`src/rtl/hcia_pkg.sv`:
```
package hcia_pkg;

    localparam int ADDR_W = 8;

    localparam logic [ADDR_W-1:0] A_CORE_STAT = 8'h00;
    localparam logic [ADDR_W-1:0] A_CORE_CTL  = 8'h01;
    localparam logic [ADDR_W-1:0] A_PENDING   = 8'h02;
    localparam logic [ADDR_W-1:0] A_CH_SELECT = 8'h03;
    localparam logic [ADDR_W-1:0] A_PORT_CHG  = 8'h04;
    localparam logic [1:0]        CH_PAGE     = 2'b01;

    localparam int CTL_W       = 3;
    localparam int CTL_CH_EN   = 0;
    localparam int CTL_PORT_EN = 1;
    localparam int CTL_GLB_EN  = 2;

    typedef enum logic [3:0] {
        SEL_NONE,
        SEL_CORE_STAT,
        SEL_CORE_CTL,
        SEL_PENDING,
        SEL_CH_SELECT,
        SEL_PORT_CHG,
        SEL_CH_STAT,
        SEL_CH_EN,
        SEL_CH_ADDR
    } reg_sel_e;

    function automatic reg_sel_e decode_addr(input logic [ADDR_W-1:0] a, input int num_ch);
        reg_sel_e s;
        s = SEL_NONE;
        if (a[7:6] == CH_PAGE) begin
            if (int'(a[5:2]) < num_ch) begin
                unique case (a[1:0])
                    2'd0:    s = SEL_CH_STAT;
                    2'd1:    s = SEL_CH_EN;
                    2'd2:    s = SEL_CH_ADDR;
                    default: s = SEL_NONE;
                endcase
            end
        end else begin
            unique case (a)
                A_CORE_STAT: s = SEL_CORE_STAT;
                A_CORE_CTL:  s = SEL_CORE_CTL;
                A_PENDING:   s = SEL_PENDING;
                A_CH_SELECT: s = SEL_CH_SELECT;
                A_PORT_CHG:  s = SEL_PORT_CHG;
                default:     s = SEL_NONE;
            endcase
        end
        return s;
    endfunction

endpackage

```
`src/rtl/hcia_chan.sv`:
```
module hcia_chan #(
    parameter int EVT_W  = 8,
    parameter int DATA_W = 32
) (
    input  logic              clk_i,
    input  logic              rst_ni,
    input  logic [EVT_W-1:0]  evt_i,
    input  logic              stat_we_i,
    input  logic              en_we_i,
    input  logic              addr_we_i,
    input  logic [DATA_W-1:0] wdata_i,
    output logic [EVT_W-1:0]  stat_o,
    output logic [EVT_W-1:0]  en_o,
    output logic [DATA_W-1:0] addr_o
);
    localparam int ALIGN_BITS = 2;

    logic [EVT_W-1:0]  stat_q;
    logic [EVT_W-1:0]  en_q;
    logic [DATA_W-1:0] addr_q;
    logic [EVT_W-1:0]  clr_mask;

    // write-one-to-clear, event set takes priority
    always_comb begin
        clr_mask = stat_we_i ? wdata_i[EVT_W-1:0] : '0;
    end

    always_ff @(posedge clk_i or negedge rst_ni) begin
        if (!rst_ni) begin
            stat_q <= '0;
            en_q   <= '0;
            addr_q <= '0;
        end else begin
            stat_q <= (stat_q & ~clr_mask) | evt_i;
            if (en_we_i) begin
                en_q <= wdata_i[EVT_W-1:0];
            end
            if (addr_we_i) begin
                addr_q <= {wdata_i[DATA_W-1:ALIGN_BITS], {ALIGN_BITS{1'b0}}};
            end
        end
    end

    assign stat_o = stat_q;
    assign en_o   = en_q;
    assign addr_o = addr_q;
endmodule

```
`src/rtl/hcia_port.sv`:
```
module hcia_port #(
    parameter int PORT_W = 4
) (
    input  logic              clk_i,
    input  logic              rst_ni,
    input  logic [PORT_W-1:0] evt_i,
    input  logic              clr_we_i,
    input  logic [PORT_W-1:0] clr_data_i,
    output logic [PORT_W-1:0] chg_o
);
    logic [PORT_W-1:0] chg_q;
    logic [PORT_W-1:0] clr_mask;

    always_comb begin
        clr_mask = clr_we_i ? clr_data_i : '0;
    end

    always_ff @(posedge clk_i or negedge rst_ni) begin
        if (!rst_ni) begin
            chg_q <= '0;
        end else begin
            chg_q <= (chg_q & ~clr_mask) | evt_i;
        end
    end

    assign chg_o = chg_q;
endmodule

```
`src/rtl/hcia_tree.sv`:
```
module hcia_tree
    import hcia_pkg::*;
#(
    parameter int NUM_CH = 8,
    parameter int EVT_W  = 8,
    parameter int PORT_W = 4
) (
    input  logic [NUM_CH-1:0][EVT_W-1:0] stat_i,
    input  logic [NUM_CH-1:0][EVT_W-1:0] en_i,
    input  logic [NUM_CH-1:0]            ch_sel_i,
    input  logic [PORT_W-1:0]            port_chg_i,
    input  logic [CTL_W-1:0]             ctl_i,
    output logic [NUM_CH-1:0]            pending_o,
    output logic                         core_ch_o,
    output logic                         core_port_o,
    output logic                         irq_o
);
    for (genvar c = 0; c < NUM_CH; c++) begin : g_leaf
        assign pending_o[c] = |(stat_i[c] & en_i[c]);
    end

    assign core_ch_o   = |(pending_o & ch_sel_i);
    assign core_port_o = |port_chg_i;

    assign irq_o = ctl_i[CTL_GLB_EN] &
                   ((core_ch_o & ctl_i[CTL_CH_EN]) | (core_port_o & ctl_i[CTL_PORT_EN]));
endmodule

```
`src/rtl/hcia_top.sv`:
```
module hcia_top
    import hcia_pkg::*;
#(
    parameter int NUM_CH = 8,
    parameter int EVT_W  = 8,
    parameter int PORT_W = 4,
    parameter int DATA_W = 32
) (
    input  logic                    clk_i,
    input  logic                    rst_ni,
    input  logic [NUM_CH*EVT_W-1:0] ch_evt_i,
    input  logic [PORT_W-1:0]       port_evt_i,
    input  logic                    wr_en_i,
    input  logic [7:0]              wr_addr_i,
    input  logic [DATA_W-1:0]       wr_data_i,
    input  logic [7:0]              rd_addr_i,
    output logic [DATA_W-1:0]       rd_data_o,
    output logic                    irq_o
);
    reg_sel_e                     wr_sel;
    reg_sel_e                     rd_sel;
    logic [3:0]                   wr_ch;
    logic [3:0]                   rd_ch;

    logic [CTL_W-1:0]             ctl_q;
    logic [NUM_CH-1:0]            ch_sel_q;
    logic [NUM_CH-1:0][EVT_W-1:0] ch_stat;
    logic [NUM_CH-1:0][EVT_W-1:0] ch_en;
    logic [NUM_CH-1:0][DATA_W-1:0] ch_addr;
    logic [PORT_W-1:0]            port_chg_q;
    logic [NUM_CH-1:0]            pending;
    logic                         core_ch_bit;
    logic                         core_port_bit;

    always_comb begin
        wr_sel = decode_addr(wr_addr_i, NUM_CH);
        rd_sel = decode_addr(rd_addr_i, NUM_CH);
        wr_ch  = wr_addr_i[5:2];
        rd_ch  = rd_addr_i[5:2];
    end

    // control and channel-select registers
    always_ff @(posedge clk_i or negedge rst_ni) begin
        if (!rst_ni) begin
            ctl_q    <= '0;
            ch_sel_q <= '0;
        end else if (wr_en_i) begin
            unique case (wr_sel)
                SEL_CORE_CTL:  ctl_q    <= wr_data_i[CTL_W-1:0];
                SEL_CH_SELECT: ch_sel_q <= wr_data_i[NUM_CH-1:0];
                default:       ;
            endcase
        end
    end

    for (genvar c = 0; c < NUM_CH; c++) begin : g_ch
        logic hit;
        assign hit = wr_en_i && (wr_ch == 4'(c));
        hcia_chan #(
            .EVT_W  (EVT_W),
            .DATA_W (DATA_W)
        ) u_chan (
            .clk_i     (clk_i),
            .rst_ni    (rst_ni),
            .evt_i     (ch_evt_i[c*EVT_W +: EVT_W]),
            .stat_we_i (hit && (wr_sel == SEL_CH_STAT)),
            .en_we_i   (hit && (wr_sel == SEL_CH_EN)),
            .addr_we_i (hit && (wr_sel == SEL_CH_ADDR)),
            .wdata_i   (wr_data_i),
            .stat_o    (ch_stat[c]),
            .en_o      (ch_en[c]),
            .addr_o    (ch_addr[c])
        );
    end

    hcia_port #(
        .PORT_W (PORT_W)
    ) u_port (
        .clk_i      (clk_i),
        .rst_ni     (rst_ni),
        .evt_i      (port_evt_i),
        .clr_we_i   (wr_en_i && (wr_sel == SEL_PORT_CHG)),
        .clr_data_i (wr_data_i[PORT_W-1:0]),
        .chg_o      (port_chg_q)
    );

    hcia_tree #(
        .NUM_CH (NUM_CH),
        .EVT_W  (EVT_W),
        .PORT_W (PORT_W)
    ) u_tree (
        .stat_i      (ch_stat),
        .en_i        (ch_en),
        .ch_sel_i    (ch_sel_q),
        .port_chg_i  (port_chg_q),
        .ctl_i       (ctl_q),
        .pending_o   (pending),
        .core_ch_o   (core_ch_bit),
        .core_port_o (core_port_bit),
        .irq_o       (irq_o)
    );

    // read multiplexer
    always_comb begin
        rd_data_o = '0;
        unique case (rd_sel)
            SEL_CORE_STAT: rd_data_o = DATA_W'({core_port_bit, core_ch_bit});
            SEL_CORE_CTL:  rd_data_o = DATA_W'(ctl_q);
            SEL_PENDING:   rd_data_o = DATA_W'(pending);
            SEL_CH_SELECT: rd_data_o = DATA_W'(ch_sel_q);
            SEL_PORT_CHG:  rd_data_o = DATA_W'(port_chg_q);
            SEL_CH_STAT, SEL_CH_EN, SEL_CH_ADDR: begin
                for (int c = 0; c < NUM_CH; c++) begin
                    if (rd_ch == 4'(c)) begin
                        if (rd_sel == SEL_CH_STAT)    rd_data_o = DATA_W'(ch_stat[c]);
                        else if (rd_sel == SEL_CH_EN) rd_data_o = DATA_W'(ch_en[c]);
                        else                          rd_data_o = ch_addr[c];
                    end
                end
            end
            default: rd_data_o = '0;
        endcase
    end
endmodule

```
`config.mk`:
```
export PLATFORM = sky130hd
export DESIGN_NAME = hcia_top
export DESIGN_NICKNAME = d
export VERILOG_FILES = /design/src/rtl/hcia_pkg.sv /design/src/rtl/hcia_chan.sv /design/src/rtl/hcia_port.sv /design/src/rtl/hcia_tree.sv /design/src/rtl/hcia_top.sv
export SDC_FILE = /design/constraint.sdc
export NUM_CORES = 1
export LEC_CHECK = 0
export BUFFER_PORTS_ARGS = -buffer_cell sky130_fd_sc_hd__buf_4
export CORE_ASPECT_RATIO = 0.6
export CORE_UTILIZATION = 45
export CTS_CLUSTER_SIZE = 30
export DETAILED_ROUTE_END_ITERATION = 10
export HOLD_SLACK_MARGIN = 0.15
export PLACE_DENSITY = 0.69
export RECOVER_POWER = 25
export SLEW_MARGIN = 20
export SYNTH_ARGS = -nofsm -noshare
export SYNTH_HDL_FRONTEND = slang
export SYNTH_HIERARCHICAL = 1
export SYNTH_SLANG_ARGS = --single-unit
export TNS_END_PERCENT = 20
```
`constraint.sdc`:
```
create_clock -name clk_i -period 2.04 [get_ports clk_i]
set_input_delay 0 -clock clk_i [delete_from_list [all_inputs] [get_ports clk_i]]
set_output_delay 0 -clock clk_i [all_outputs]
set_load 0.01 [all_outputs]
```
Word-level counts from Yosys, hierarchy flattened

Index checks and enable logic that the tools add are counted.

Register bits: 383
Input port bits: 119
Output and inout bits: 33
Logic and storage cells: 205

Order comparisons: 2
Equality and inequality tests: 42
Multiplexer cells: 42
Bitwise operators: 40
Reduce and logical (&&, ||, !) cells: 52

Operator list:

| kind               | number |
|---|---|
| $mux 32            | 24 |
| $pmux 32 s6        | 1 |
| $and 8x8->8        | 17 |
| $reduce_or 8->1    | 9 |
| $eq 4x3->1 const B | 16 |
| $mux 8             | 8 |
| $not 8->8          | 8 |
| $or 8x8->8         | 8 |
| $logic_and 1x1->1  | 33 |
| $eq 8x2->1 const B | 4 |
| $pmux 3 s5         | 2 |
| $eq 4x2->1 const B | 7 |
| $pmux 4 s3         | 2 |
| $mux 4             | 5 |
| $eq 8x1->1 const B | 2 |
| $eq 8x3->1 const B | 2 |
| $logic_not 8->1    | 2 |
| $eq 4x1->1 const B | 3 |
| $eq 2x1->1 const B | 4 |
| $eq 4x4->1 const B | 2 |
| $logic_not 4->1    | 2 |
| $lt 4x4->1 const B | 2 |
| $and 4x4->4        | 1 |
| $eq 2x2->1 const B | 2 |
| other kinds (8)    | 12 |

Depth between registers and ports, before layout

Gate-level depths: netlist of the first run.

Word-level depth: 16
Mapped depth: 8

Cells and area by module

Netlist of the first run, hierarchy kept.

By module, submodules not included:

| module    | instances | cells an instance | area an instance (um2) |
|---|---|---|---|
| hcia_chan | 8         | 108               | 1844.3 |
| hcia_top  | 1         | 525               | 4027.6 |
| hcia_tree | 1         | 48                | 362.8 |
| hcia_port | 1         | 12                | 145.1 |

Least setup slack after synthesis of the first run

Ideal clock, no wire load.

Path kind: input to output
Start: in rd_addr_i[1]
End: out rd_data_o[3]
Arrival time: 1.837 ns
Setup slack: 0.203 ns
Stages: 6
Path through: buf_2 nor4b_4 buf_4 mux4_2 a2111oi_0 o21ai_1

Cells in the longest elaborated chain, start to end: 16

Ends and longest elaborated chain:

| element                            | line                             | RTL |
|---|---|---|
| from (decl)                        | hcia_top.sv:16                   | `input logic [7:0] rd_addr_i,` |
| $eq 2x2->1 (tied with other cells) | hcia_pkg.sv:34                   | `unique case (a[1:0])` |
| $pmux 4 s3                         | hcia_pkg.sv:34                   |  |
| $mux 4                             | hcia_pkg.sv:33                   | `if (int'(a[5:2]) < num_ch) begin` |
| $mux 4 *                           | hcia_pkg.sv:32                   | `if (a[7:6] == CH_PAGE) begin` |
| $eq 4x3->1                         | hcia_top.sv:106, hcia_top.sv:116 |  |
| $mux 32                            | hcia_top.sv:116                  | `else if (rd_sel == SEL_CH_EN) rd_data_o = DATA_W'(ch_en[c]);` |
| $mux 32                            | hcia_top.sv:115                  | `if (rd_sel == SEL_CH_STAT) rd_data_o = DATA_W'(ch_stat[c]);` |
| $mux 32 (8 in series)              | hcia_top.sv:114                  | `if (rd_ch == 4'(c)) begin` |
| $pmux 32 s6 *                      | hcia_top.sv:106                  | `unique case (rd_sel)` |
| to (decl)                          | hcia_top.sv:17                   | `output logic [DATA_W-1:0] rd_data_o,` |

Mark *: on every way between the ends. The rest lies on a longest branch, timed or not.

Worst setup path after layout of the first run

Start: reg g_ch[6].u_chan.en_q[2]
End: out rd_data_o[0]

Cells in the longest elaborated chain, start to end: 5

Ends and longest elaborated chain:

| element                | line            | RTL |
|---|---|---|
| from (decl)            | hcia_chan.sv:19 | `logic [EVT_W-1:0] en_q;` |
| from (signal assigned) | hcia_chan.sv:36 | `en_q <= wdata_i[EVT_W-1:0];` |
| $and 8x8->8            | hcia_tree.sv:19 | `assign pending_o[c] = \|(stat_i[c] & en_i[c]);` |
| $reduce_or 8->1        | hcia_tree.sv:19 |  |
| via pending[6]         | hcia_top.sv:31  | `logic [NUM_CH-1:0] pending;` |
| $and 8x8->8            | hcia_tree.sv:22 | `assign core_ch_o = \|(pending_o & ch_sel_i);` |
| $reduce_or 8->1        | hcia_tree.sv:22 |  |
| via core_ch_bit        | hcia_top.sv:32  | `logic core_ch_bit;` |
| $pmux 32 s6            | hcia_top.sv:106 |  |

The timed path passes the listed nets, and every way through them passes these cells.

==> metrics.md, run 1 <==
| Metric | Value |
|---|---|
| Commonest cells in the synthesized netlist | `383 x sky130_fd_sc_hd__dfrtp_1, 242 x sky130_fd_sc_hd__mux2_4, 112 x sky130_fd_sc_hd__nand2_1, 95 x sky130_fd_sc_hd__mux2_2, 78 x sky130_fd_sc_hd__a22oi_1` |
| Count of mapped cells out of synthesis | `1449` |
| Area of the mapped netlist | `19290 µm²` |
| Critical-path maximum fanout | `3` |
| Sequential cell area | `9584 µm²` |
| Total routed wirelength | `59200 µm` |
| Footprint of the multi-input gates | `9264 µm²` |
| Final count of negative-setup-slack endpoints | `9` |
| Finished Core Util | `61.07%` |
| Critical register-to-register path startpoint | `g_ch[6].u_chan/stat_o[3]` |
| RSZ-0062 raised after global routing | `true` |
| Vert. Die Dim | `162.4 µm` |
| Cell chain of the critical path | `a22oi_1 > nand4_1 > a22oi_2 > nand4_1 > mux4_2 > a22oi_1 > o21ai_1 > buf_4` |
| Number of design-rule violations left by the first detailed-router iteration | `1348` |
| Remaining antenna violation count after routing | `0` |
| Busiest layer in global routing | `met1` |
| Largest cells by area after synthesis | `sky130_fd_sc_hd__dfrtp_1 50%, sky130_fd_sc_hd__mux2_4 19%, sky130_fd_sc_hd__mux2_2 5.5%, sky130_fd_sc_hd__a22oi_1 3.0%, sky130_fd_sc_hd__a21o_1 2.6%` |
| Placed cell count | `2287` |
| Cell with the most instances after synthesis | `sky130_fd_sc_hd__dfrtp_1` |
| Top flip-flop cell by instance count after synthesis | `sky130_fd_sc_hd__dfrtp_1` |
| Total of max-cap violations | `0` |
| Status | `complete, but fails checks` |
| DRC viols | `0` |
| Number of failing hold endpoints at the final stage | `0` |
| CP top delay family | `compound AO/OA/AOI/OAI gates` |
| Max-slew headroom | `26.50%` |
| Power density cells | `658.9 nW/µm²` |
| Clock latency on the worst-skew pair | `540 ps` |
| Data arrival, critical path | `2790 ps` |
| Violations in the final reports | `negative setup slack` |
| Max clock buf depth | `3` |
| Total Negative Setup Slacks | `-3603 ps` |
| EDFF count, synth | `0` |
| Grt ovf | `0` |
| Maximum achievable frequency | `358.4 MHz` |
| HPWL reported at the end of detailed placement | `38500 µm` |
| Total Routing Usage GR | `27.24%` |
| Starting density of the core | `45.83%` |
| DR pass1 iterations | `5` |
| Number of vias per cell after detailed routing | `5.659` |
| Area of the core | `42090 µm²` |
| Wire length of the first global-routing pass | `91340 µm` |
| Met1 usage | `41.67%` |
| Synth cell types | `52` |
| Setup slack of the critical path after layout | `-749.9 ps` |
| Type of the most critical hold path | `in -> reg` |
| Worst Setup End Kind | `output pin` |
| Share of Yosys cell area claimed by the top area cell type | `49.69%` |
| Number of buffers added by the clock tree synthesis step | `38` |
| Synthesis-to-finish area growth | `33.26%` |
| Critical path required time | `2040 ps` |
| Cell with the largest stage delay on the worst path | `sky130_fd_sc_hd__mux4_2` |
| Buffers on Ports | `151` |
| Via count | `14360` |
| Shortest period the worst path allows | `2790 ps` |
| Count of yosys warnings during synthesis | `6` |
| Number of inserted filler cells in the final layout | `3216` |
| Max-slew violation count | `0` |
| Weighted congestion reported at the end of routability-driven placement | `0.9009` |
| Number of primary I/O pins | `152` |
| Die outline width | `269.3 µm` |
| TritonCTS clock tree | `done` |
| Combined buffer and inverter count along the critical path | `1` |
| Post-layout nets | `2058` |
| Critical Path Max Stage Delay | `480 ps` |
| Clock root cell | `sky130_fd_sc_hd__clkbuf_16` |
| Part of the Yosys area used for sequential elements | `49.69%` |
| Worst Setup Path Type | `reg -> out` |
| CTS H-tree lvls | `2` |
| Setup Slack @ Placement | `-312.0 ps` |
| Placed Instance Area | `22500 µm²` |
| Worst clock skew | `0 ps` |
| Clk pin slew, worst setup/hold paths | `60 ps` |
| Detailed-route wire length per cell | `23.33 µm` |
| Largest voltage drop on the vdd net | `528.3 µV` |
| Least-Margin Pin Slew | `1103 ps` |
| Post-route non-filler standard cell count | `2538` |
| Number of antenna violations at the first check in global routing | `3` |
| Leakage | `11.20 nW` |
| Share of synthesized registers carrying an async set or reset | `100.0%` |
| Via count of the first global-routing pass | `15030` |
| Critical Path Source | `g_ch[6].u_chan/en_o[2]` |
| Number of clock sinks seen by CTS | `383` |
| Kind of start point of the critical path | `register` |
| Final clock period utilization by the worst path | `136.8%` |
| Standard-cell rows | `58` |
| Syn_area_per_cell | `13.31 µm²` |
| Met2 Track Usage GR | `40.67%` |
| Hold_sp | `wr_addr_i[4]` |
| Cell accounting for the most synthesized area | `sky130_fd_sc_hd__dfrtp_1` |
| Area of all placed cells without fillers | `25710 µm²` |
| Die outline area | `43730 µm²` |
| Layout cells sized above 1 | `42.14%` |
| Largest net degree at the start of global routing | `84` |
| GRT met3 Usage | `4.040%` |
| Post-synthesis sequential element count | `383` |
==> kinds of logic after synthesis <==
family	count (synthesis)	share of synthesized area, %
other	8	0.1557
flip-flops	383	49.69
buffers and inverters	109	3.691
AND/OR/NAND/NOR	228	5.397
AO/OA/AOI/OAI	287	10.46
multiplexers	434	30.61
==> sequential cells by signal, indices dropped and copies added (netlist names) <==
register,cells
ch_sel_q,8
ctl_q,3
g_ch.u_chan/addr_o,240
g_ch.u_chan/en_o,64
g_ch.u_chan/stat_o,64
u_port/chg_o,4
==> where the power goes <==
part,internal (mW),switching (mW),total (mW)
logic,0.867,0.887,1.75
clock network,4.27,3.03,7.31
registers,7.77,0.111,7.88
==> tightest hold or removal path: stages <==
cell and delay, ps:
sky130_fd_sc_hd__buf_4 90, sky130_fd_sc_hd__nor3b_1 40, sky130_fd_sc_hd__buf_4 140, sky130_fd_sc_hd__nand2_1 170
sky130_fd_sc_hd__nor2_1 130, sky130_fd_sc_hd__mux2_2 240
==> final timing paths <==
path | slack [ps] | end | cells past startpoint
max | -750 | rd_data_o[0] | 8
min | 310 | g_ch[0].u_chan/en_o[5] | 6
max reg2reg | 670 | g_ch[6].u_chan/stat_o[3] | 3
min reg2reg | 510 | g_ch[7].u_chan/addr_o[28] | 1
max in group asynchronous | 120 | g_ch[0].u_chan/addr_o[10] | 4
min in group asynchronous | 1350 | g_ch[2].u_chan/addr_o[5] | 4
==> repair_timing <==
item / 4_1_cts / 5_1_grt
endpoints found under the hold margin: 766 / 0
buffers inserted: 3 / 0
pin swaps: 10 / 5
resized for setup: 22 / 11
hold buffers: 179 / 0
setup endpoints to repair: 9 / 14
==> routing by layer <==
layer,part of all wire [%],vias to the layer above
met2,44,544
met3,6.7,99
met1,48,7417
met5,0,-
li1,-,6302
met4,1.9,0
==> layout make-up <==
class / count / share of cell area, %
tap: 570 / 2.774
clock buffer: 54 / 4.444
multi-input combinational: 965 / 36.04
antenna: 3 / 0.02920
timing repair buffer: 551 / 18.89
clock inverter: 12 / 0.5403
sequential: 383 / 37.28
==> cells in the final DEF, fill, tap and decap left out, types with 14 or more instances in the layout <==
cell type,count
sky130_fd_sc_hd__nor2_1,53
sky130_fd_sc_hd__a211oi_1,14
sky130_fd_sc_hd__o21ai_0,21
sky130_fd_sc_hd__a31oi_1,17
sky130_fd_sc_hd__mux4_2,15
sky130_fd_sc_hd__mux2_4,245
sky130_fd_sc_hd__mux2i_1,44
sky130_fd_sc_hd__mux2_2,96
sky130_fd_sc_hd__a21o_1,68
sky130_fd_sc_hd__buf_4,344
sky130_fd_sc_hd__a22oi_1,71
sky130_fd_sc_hd__a21oi_1,20
sky130_fd_sc_hd__clkbuf_16,39
sky130_fd_sc_hd__dlygate4sd3_1,178
sky130_fd_sc_hd__conb_1,16
sky130_fd_sc_hd__dfrtp_1,383
sky130_fd_sc_hd__nand2_1,112
sky130_fd_sc_hd__buf_12,22
sky130_fd_sc_hd__mux2_1,30
sky130_fd_sc_hd__o21ai_1,23
==> through the flow <==
step	hold slack [ps]	power (mW)
after global routing	318.7	17.47
after CTS	218.0	17.02
after floorplan	-295.6	8.636
after global placement	-59.70	9.498
final	310.8	16.94
after detailed placement	-53.33	9.533
No activity file was read; power rests on OpenSTA's default activity.
==> inputs of run 2 (changes only) <==
--- a/config.mk
+++ b/config.mk
@@ -8,6 +8,7 @@
 export BUFFER_PORTS_ARGS = -buffer_cell sky130_fd_sc_hd__buf_4
 export CORE_ASPECT_RATIO = 0.6
 export CORE_UTILIZATION = 45
+export CTS_BUF_LIST = sky130_fd_sc_hd__clkbuf_4
 export CTS_CLUSTER_SIZE = 30
 export DETAILED_ROUTE_END_ITERATION = 10
 export HOLD_SLACK_MARGIN = 0.15
==> run 2 against run 1 <==
  * The run still ends with negative setup slack left
  * Highest routed layer unchanged
  * Maximum frequency fell by 7.9%
  * Critical path type unchanged
  * First-iteration DRC count shrank 0.30%
  * Largest cell class unchanged
  * Cell count grew 8.4%
  * Critical path depth is 2 higher
  * Non-clock buffer count rose by 119
  * Die area stayed put
  * Clock skew stayed put
==> metrics.md, run 2 (same netlist as run 1, synthesis figures left out) <==
| Metric | Value |
|---|---|
| Critical path required time | `2040 ps (about the same)` |
| Clk pin slew, worst setup/hold paths | `70 ps (about the same)` |
| Buffers on Ports | `151 (unchanged)` |
| HPWL reported at the end of detailed placement | `38500 µm (unchanged)` |
| Number of design-rule violations left by the first detailed-router iteration | `1344 (-0.30%)` |
| Sequential cell area | `9584 µm² (unchanged)` |
| Number of primary I/O pins | `152 (unchanged)` |
| Leakage | `11.83 nW (+5.6%)` |
| RSZ-0062 raised after global routing | `true` |
| Via count of the first global-routing pass | `16170 (+7.6%)` |
| Weighted congestion reported at the end of routability-driven placement | `0.9009 (unchanged)` |
| Most frequent cell on the critical path | `sky130_fd_sc_hd__buf_4` |
| Wire length of the first global-routing pass | `95310 µm (+4.4%)` |
| Flip-flop count of the largest register after layout | `240 (unchanged)` |
| Via count | `15410 (+7.3%)` |
| Max clock buf depth | `3 (unchanged)` |
| Worst clock skew | `0 ps (unchanged)` |
| Synthesis-to-finish area growth | `39.48%` |
| CTS H-tree lvls | `3 (+1)` |
| Vert. Die Dim | `162.4 µm (unchanged)` |
| Power density cells | `590.6 nW/µm² (-10%)` |
| Number of inserted filler cells in the final layout | `3141 (-2.3%)` |
| Standard-cell rows | `58 (unchanged)` |
| Largest net degree at the start of global routing | `84 (unchanged)` |
| CP top delay family | `compound AO/OA/AOI/OAI gates` |
| Total of max-cap violations | `0 (unchanged)` |
| Critical-path maximum fanout | `2 (-1)` |
| Setup slack of the critical path after layout | `-987.7 ps (-237.9 ps)` |
| Type of the most critical hold path | `in -> reg` |
| Largest voltage drop on the vdd net | `378.7 µV (-28%)` |
| Post-route non-filler standard cell count | `2752 (+8.4%)` |
| Cell chain of the critical path | `buf_4 > a22oi_2 > nand4_1 > buf_4 > a22oi_1 > nand4_1 > mux4_2 > a22oi_2 > o21ai_2 > buf_4` |
| Least-Margin Pin Slew | `1362 ps (+259.8 ps)` |
| Clock latency on the worst-skew pair | `790 ps (+250 ps)` |
| Most frequent cells in the layout | `383 x sky130_fd_sc_hd__dfrtp_1, 359 x sky130_fd_sc_hd__buf_4, 276 x sky130_fd_sc_hd__dlygate4sd3_1, 249 x sky130_fd_sc_hd__mux2_4, 128 x sky130_fd_sc_hd__clkbuf_4` |
| Layout cells sized above 1 | `43.95% (+1.8 points)` |
| Max-slew violation count | `0 (unchanged)` |
| Die outline area | `43730 µm² (unchanged)` |
| Worst Setup Path Type | `reg -> out` |
| Combined buffer and inverter count along the critical path | `3 (+2)` |
| Data arrival, critical path | `3030 ps (+240 ps)` |
| Status | `complete, but fails checks` |
| Setup Slack @ Placement | `-312.0 ps (unchanged)` |
| Placed cell count | `2287 (unchanged)` |
| Worst Setup End Kind | `output pin` |
| Detailed-route wire length per cell | `22.78 µm (-2.3%)` |
| Footprint of the multi-input gates | `9475 µm² (+2.3%)` |
| Post-layout nets | `2233 (+8.5%)` |
| Kind of start point of the critical path | `register` |
| Maximum achievable frequency | `330.3 MHz (-7.9%)` |
| Remaining antenna violation count after routing | `0 (unchanged)` |
| TritonCTS clock tree | `done` |
| Number of antenna violations at the first check in global routing | `6 (+3)` |
| Violations in the final reports | `negative setup slack` |
| Final clock period utilization by the worst path | `148.4% (+12 points)` |
| Grt ovf | `0 (unchanged)` |
| Number of vias per cell after detailed routing | `5.599 (-1.1%)` |
| Number of buffers added by the clock tree synthesis step | `94 (+150%)` |
| Total routed wirelength | `62690 µm (+5.9%)` |
| Clock root cell | `sky130_fd_sc_hd__clkbuf_4` |
| Shortest period the worst path allows | `3028 ps (+237.8 ps)` |
| Most common library cell in the layout ignoring fill and taps | `sky130_fd_sc_hd__dfrtp_1` |
| DR pass1 iterations | `6 (+1)` |
| Number of clock sinks seen by CTS | `383 (unchanged)` |
| Critical Path Max Stage Delay | `490 ps (about the same)` |
| Total Routing Usage GR | `28.51% (+1.3 points)` |
| Final count of negative-setup-slack endpoints | `233 (+224)` |
| Starting density of the core | `45.83% (unchanged)` |
| Area of the core | `42090 µm² (unchanged)` |
| Finished Core Util | `63.92% (+2.8 points)` |
| Number of failing hold endpoints at the final stage | `0 (unchanged)` |
| Max-slew headroom | `9.179% (-17 points)` |
| Cell with the largest stage delay on the worst path | `sky130_fd_sc_hd__mux4_2` |
| DRC viols | `0 (unchanged)` |
| Die outline width | `269.3 µm (unchanged)` |
run 2: changes by cell type in the layout (fill, tap and decap cells not counted), sizes merged:
cell	previous run	this run
bufinv	3	0
diode	3	7
buf	369	388
clkinv	8	25
dlygate4sd3	178	276
clkbuf	58	133
inv	1	5
run 2: metal layers:
layer,track usage [%],routed length [µm]
met1,41.74,28360
met2,42.39,27630
met3,6.162,5220
met4,8.574,1476
met5,0,0
run 2: stage by stage:
stage | hold WS (ps) | cell area, µm² | setup TNS, ps | power (mW)
2_1_floorplan | -295.6 | 19320 | 0 | 8.636
3_3_place_gp | -59.70 | 22500 | -453.6 | 9.498
3_5_place_dp | -53.33 | 22500 | -594.0 | 9.533
4_1_cts | 181.3 | 26460 | -11240 | 15.90
5_1_grt | 173.8 | 26900 | -80220 | 16.50
6_report | 215.8 | 26900 | -28520 | 15.89
run 2: tightest hold or removal path, stage by stage:
cell and delay (ps):
sky130_fd_sc_hd__buf_4 120, sky130_fd_sc_hd__nor3b_2 160, sky130_fd_sc_hd__buf_4 140, sky130_fd_sc_hd__clkbuf_2 150
sky130_fd_sc_hd__nand3_4 130, sky130_fd_sc_hd__nor2_1 60, sky130_fd_sc_hd__mux2_2 210
run 2: final cells by class:
type	count	area share [%]
antenna	7	0.06511
clock buffer	127	3.544
clock inverter	30	0.4278
multi-input combinational	965	35.22
sequential	383	35.62
tap	570	2.651
timing repair buffer	670	22.47
run 2: power breakdown:
| part | switching (mW) | internal (mW) | total, mW |
|---|---|---|---|
| clock | 3.19 | 2.87 | 6.06 |
| sequential | 0.115 | 7.76 | 7.88 |
| combinational | 0.940 | 1.01 | 1.95 |
run 2: final timing paths:
| kind | from | end | slack, ps | cells past startpoint |
|---|---|---|---|---|
| worst min-delay path | wr_en_i | g_ch[3].u_chan/en_o[5] | 220 | 7 |
| min in group asynchronous | rst_ni | g_ch[1].u_chan/en_o[2] | 890 | 4 |
| worst max register to register | g_ch[6].u_chan/stat_o[2] | g_ch[6].u_chan/stat_o[2] | 620 | 3 |
| max in group asynchronous | rst_ni | g_ch[6].u_chan/en_o[1] | -180 | 5 |
| worst min register to register | g_ch[7].u_chan/addr_o[28] | g_ch[7].u_chan/addr_o[28] | 510 | 1 |
| worst max-delay path | g_ch[0].u_chan/stat_o[5] | rd_data_o[0] | -990 | 10 |
run 2: timing repair:
| item | in CTS | in global routing |
|---|---|---|
| gates resized for setup | 25 | 68 |
| endpoints found under the setup margin | 13 | 141 |
| pin swaps | 13 | 21 |
| setup buffers | 3 | 20 |
| gates cloned | 0 | 1 |
| hold endpoints to repair | 766 | 0 |
| hold buffers | 278 | 0 |
==> inputs of run 3 (changes only) <==
--- a/config.mk
+++ b/config.mk
@@ -12,7 +12,7 @@
 export CTS_CLUSTER_SIZE = 30
 export DETAILED_ROUTE_END_ITERATION = 10
 export HOLD_SLACK_MARGIN = 0.15
-export PLACE_DENSITY = 0.69
+export PLACE_DENSITY_LB_ADDON = 0.12
 export RECOVER_POWER = 25
 export SLEW_MARGIN = 20
 export SYNTH_ARGS = -nofsm -noshare
==> run 3 against run 2 <==
  * The flow still finishes with violations (negative setup slack)
  * Cell area barely moved
  * Clock power is 11% higher
  * Largest cell class unchanged
  * Cell count is 0.62% lower
  * Clock-buffer cell count up 18
  * Worst setup slack got worse by 85 ps
==> metrics.md, run 3 (same netlist as run 1, synthesis figures left out) <==
| Metric | Value |
|---|---|
| Clock latency on the worst-skew pair | `780 ps (about the same)` |
| Critical Path Source | `g_ch[3].u_chan/en_o[3]` |
| Largest net degree at the start of global routing | `78 (-7.1%)` |
| Number of buffers added by the clock tree synthesis step | `96 (+2.1%)` |
| Critical-path maximum fanout | `3 (+1)` |
| Final count of negative-setup-slack endpoints | `77 (-67%)` |
| Weighted congestion reported at the end of routability-driven placement | `0.8786 (-2.5%)` |
| Power density cells | `614.5 nW/µm² (+4.0%)` |
| Largest voltage drop on the vdd net | `432.9 µV (+14%)` |
| RSZ-0062 raised after global routing | `true` |
| Number of design-rule violations left by the first detailed-router iteration | `1226 (-8.8%)` |
| Buffers on Ports | `151 (unchanged)` |
| CTS H-tree lvls | `3 (unchanged)` |
| Int Pwr | `12.24 mW (+5.1%)` |
| Standard-cell rows | `58 (unchanged)` |
| Max-slew violation count | `0 (unchanged)` |
| Register share of total power | `47.6% (-2.0 points)` |
| Worst clock skew | `0 ps (unchanged)` |
| Number of clock sinks seen by CTS | `383 (unchanged)` |
| Total Negative Setup Slacks | `-13570 ps (+14950 ps)` |
| Area of the core | `42090 µm² (unchanged)` |
| Total routed wirelength | `61840 µm (-1.3%)` |
| Total net switching power | `4.296 mW (+1.2%)` |
| Critical register-to-register path startpoint | `g_ch[1].u_chan/stat_o[3]` |
| HPWL reported at the end of detailed placement | `38550 µm (+0.14%)` |
| Data arrival, critical path | `3110 ps (+80 ps)` |
| Most common library cell in the layout ignoring fill and taps | `sky130_fd_sc_hd__dfrtp_1` |
| Flip-flop count of the largest register after layout | `240 (unchanged)` |
| Layout cells sized above 1 | `43.67% (-0.28 points)` |
| Shortest period the worst path allows | `3113 ps (+85.07 ps)` |
| Total Power | `16.54 mW (+4.1%)` |
| Fraction of power spent switching nets | `25.98% (-0.73 points)` |
| Path depth of the worst reg2reg path | `4 (+1)` |
| Max clock buf depth | `3 (unchanged)` |
| Maximum achievable frequency | `321.3 MHz (-2.7%)` |
| Clock root cell | `sky130_fd_sc_hd__clkbuf_4` |
| Detailed-route wire length per cell | `22.61 µm (-0.73%)` |
| Setup Slack @ Placement | `-335.3 ps (-23.31 ps)` |
| DR pass1 iterations | `6 (unchanged)` |
| Number of vias per cell after detailed routing | `5.444 (-2.8%)` |
| TritonCTS clock tree | `done` |
| Clock power share | `40.7% (+2.6 points)` |
| Most frequent cells in the layout | `383 x sky130_fd_sc_hd__dfrtp_1, 333 x sky130_fd_sc_hd__buf_4, 276 x sky130_fd_sc_hd__dlygate4sd3_1, 249 x sky130_fd_sc_hd__mux2_4, 147 x sky130_fd_sc_hd__clkbuf_4` |
| Endpoint of the worst-slack reg-to-reg timing path | `g_ch[1].u_chan/stat_o[3]` |
| Number of primary I/O pins | `152 (unchanged)` |
| Status | `complete, but fails checks` |
| Type of the most critical hold path | `in -> reg` |
| Number of failing hold endpoints at the final stage | `0 (unchanged)` |
| Logic gate share of total power | `11.7% (-0.6 points)` |
| Post-layout nets | `2214 (-0.85%)` |
| Grt ovf | `0 (unchanged)` |
| Synthesis-to-finish area growth | `39.53% (about the same)` |
| CP endpoint | `rd_data_o[0]` |
| Total Routing Usage GR | `28.42% (-0.089 points)` |
| Total of max-cap violations | `0 (unchanged)` |
| Least-Margin Pin Slew | `1121 ps (-240.9 ps)` |
| Kind of start point of the critical path | `register` |
| DRC viols | `0 (unchanged)` |
| R2R Setup Slk | `580 ps (-40 ps)` |
| Setup slack of the critical path after layout | `-1073 ps (-85.07 ps)` |
| Final clock period utilization by the worst path | `152.6% (+4.2 points)` |
| Leakage | `11.83 nW (about the same)` |
| Via count of the first global-routing pass | `15580 (-3.7%)` |
| Number of antenna violations at the first check in global routing | `3 (-3)` |
| Starting density of the core | `45.83% (unchanged)` |
| Clk pin slew, worst setup/hold paths | `70 ps (about the same)` |
| Max-slew headroom | `25.24% (+16 points)` |
| Via count | `14890 (-3.4%)` |
| Remaining antenna violation count after routing | `0 (unchanged)` |
| Worst Setup End Kind | `output pin` |
| Die outline area | `43730 µm² (unchanged)` |
| Vert. Die Dim | `162.4 µm (unchanged)` |
| Worst Setup Path Type | `reg -> out` |
| Critical path required time | `2040 ps (about the same)` |
| Wire length of the first global-routing pass | `94770 µm (-0.56%)` |
| Number of cells on the worst hold path | `7 (unchanged)` |
| Die outline width | `269.3 µm (unchanged)` |
| Violations in the final reports | `negative setup slack` |
## run 3: cell types whose count changed in the layout (fill, tap and decap cells not counted), moves of 4 or more
cell                       change
sky130_fd_sc_hd__clkinv_1      -6
sky130_fd_sc_hd__inv_2         -4
sky130_fd_sc_hd__buf_4        -26
sky130_fd_sc_hd__clkbuf_4     +19
sky130_fd_sc_hd__diode_2       -6
sky130_fd_sc_hd__a221oi_1      -4
sky130_fd_sc_hd__a221oi_2      +4
## run 3: how the worst min path moves through the flow
stage | startpoint | endpoint
3_3_place_gp | rst_ni | g_ch[4].u_chan/stat_o[7]
4_1_cts | wr_addr_i[0] | u_port/chg_o[3]
2_1_floorplan | rst_ni | ch_sel_q[0]
5_1_grt | wr_addr_i[6] | g_ch[6].u_chan/addr_o[31]
3_5_place_dp | rst_ni | g_ch[4].u_chan/stat_o[7]
6_report | wr_addr_i[6] | g_ch[6].u_chan/addr_o[31]
## run 3: final cells by class
class                   instances  area (µm²)
fillers                      3282       15180
flip-flops and latches        383        9584
multi-input cells             965        9465
repair buffers                649        5923
clock buffers                 145        1089
well taps                     570       713.2
clock inverters                22       137.6
diodes                          1       2.502
## run 3: through the flow
step / utilization [%] / hold WS [ps] / std cells / area, µm²
final: 63.94 / 146.8 / 2735 / 26910
after global routing: 63.94 / 97.90 / 2735 / 26910
after CTS: 63.52 / 154.0 / 2732 / 26740
after detailed placement: 53.59 / 2.916 / 2285 / 22560
after global placement: 53.59 / -3.651 / 2285 / 22560
after floorplan: - / -295.6 / 1457 / 19320
## run 3: metal layers
| metal | part of all wire [%] | track usage, % | routed length, µm | up-vias |
|---|---|---|---|---|
| met5 | 0 | 0 | 0 | - |
| met4 | 1.2 | 6.999 | 719 | 0 |
| met3 | 6.7 | 7.121 | 4153 | 64 |
| met2 | 44 | 41.05 | 26900 | 463 |
| met1 | 49 | 42.47 | 30070 | 7692 |
| li1 | - | - | - | 6669 |
## run 3: timing repair
action,CTS,global route
setup endpoints to repair,12,57
hold buffers,278,4
endpoints found under the hold margin,766,168
pin swaps,15,24
buffers inserted,3,3
resized for setup,29,63
## run 3: power by group through the flow
stage / clock [mW] / sequential (mW) / combinational (mW)
3_5_place_dp: 0 / 8.01 / 1.54
5_1_grt: 7.36 / 7.89 / 2.06
4_1_cts: 6.91 / 7.87 / 1.90
6_report: 6.73 / 7.88 / 1.93
3_3_place_gp: 0 / 8.00 / 1.53
2_1_floorplan: 0 / 7.98 / 0.654
## run 3: worst max-delay path, cell delays in order (launching register included)
cell                      delay [ps]
sky130_fd_sc_hd__dfrtp_1         420
sky130_fd_sc_hd__a22oi_2         320
sky130_fd_sc_hd__nand4_1         290
sky130_fd_sc_hd__a22oi_2         310
sky130_fd_sc_hd__nand4_1         160
sky130_fd_sc_hd__mux4_2          490
sky130_fd_sc_hd__a22oi_2         120
sky130_fd_sc_hd__o21ai_1          90
sky130_fd_sc_hd__buf_4           160
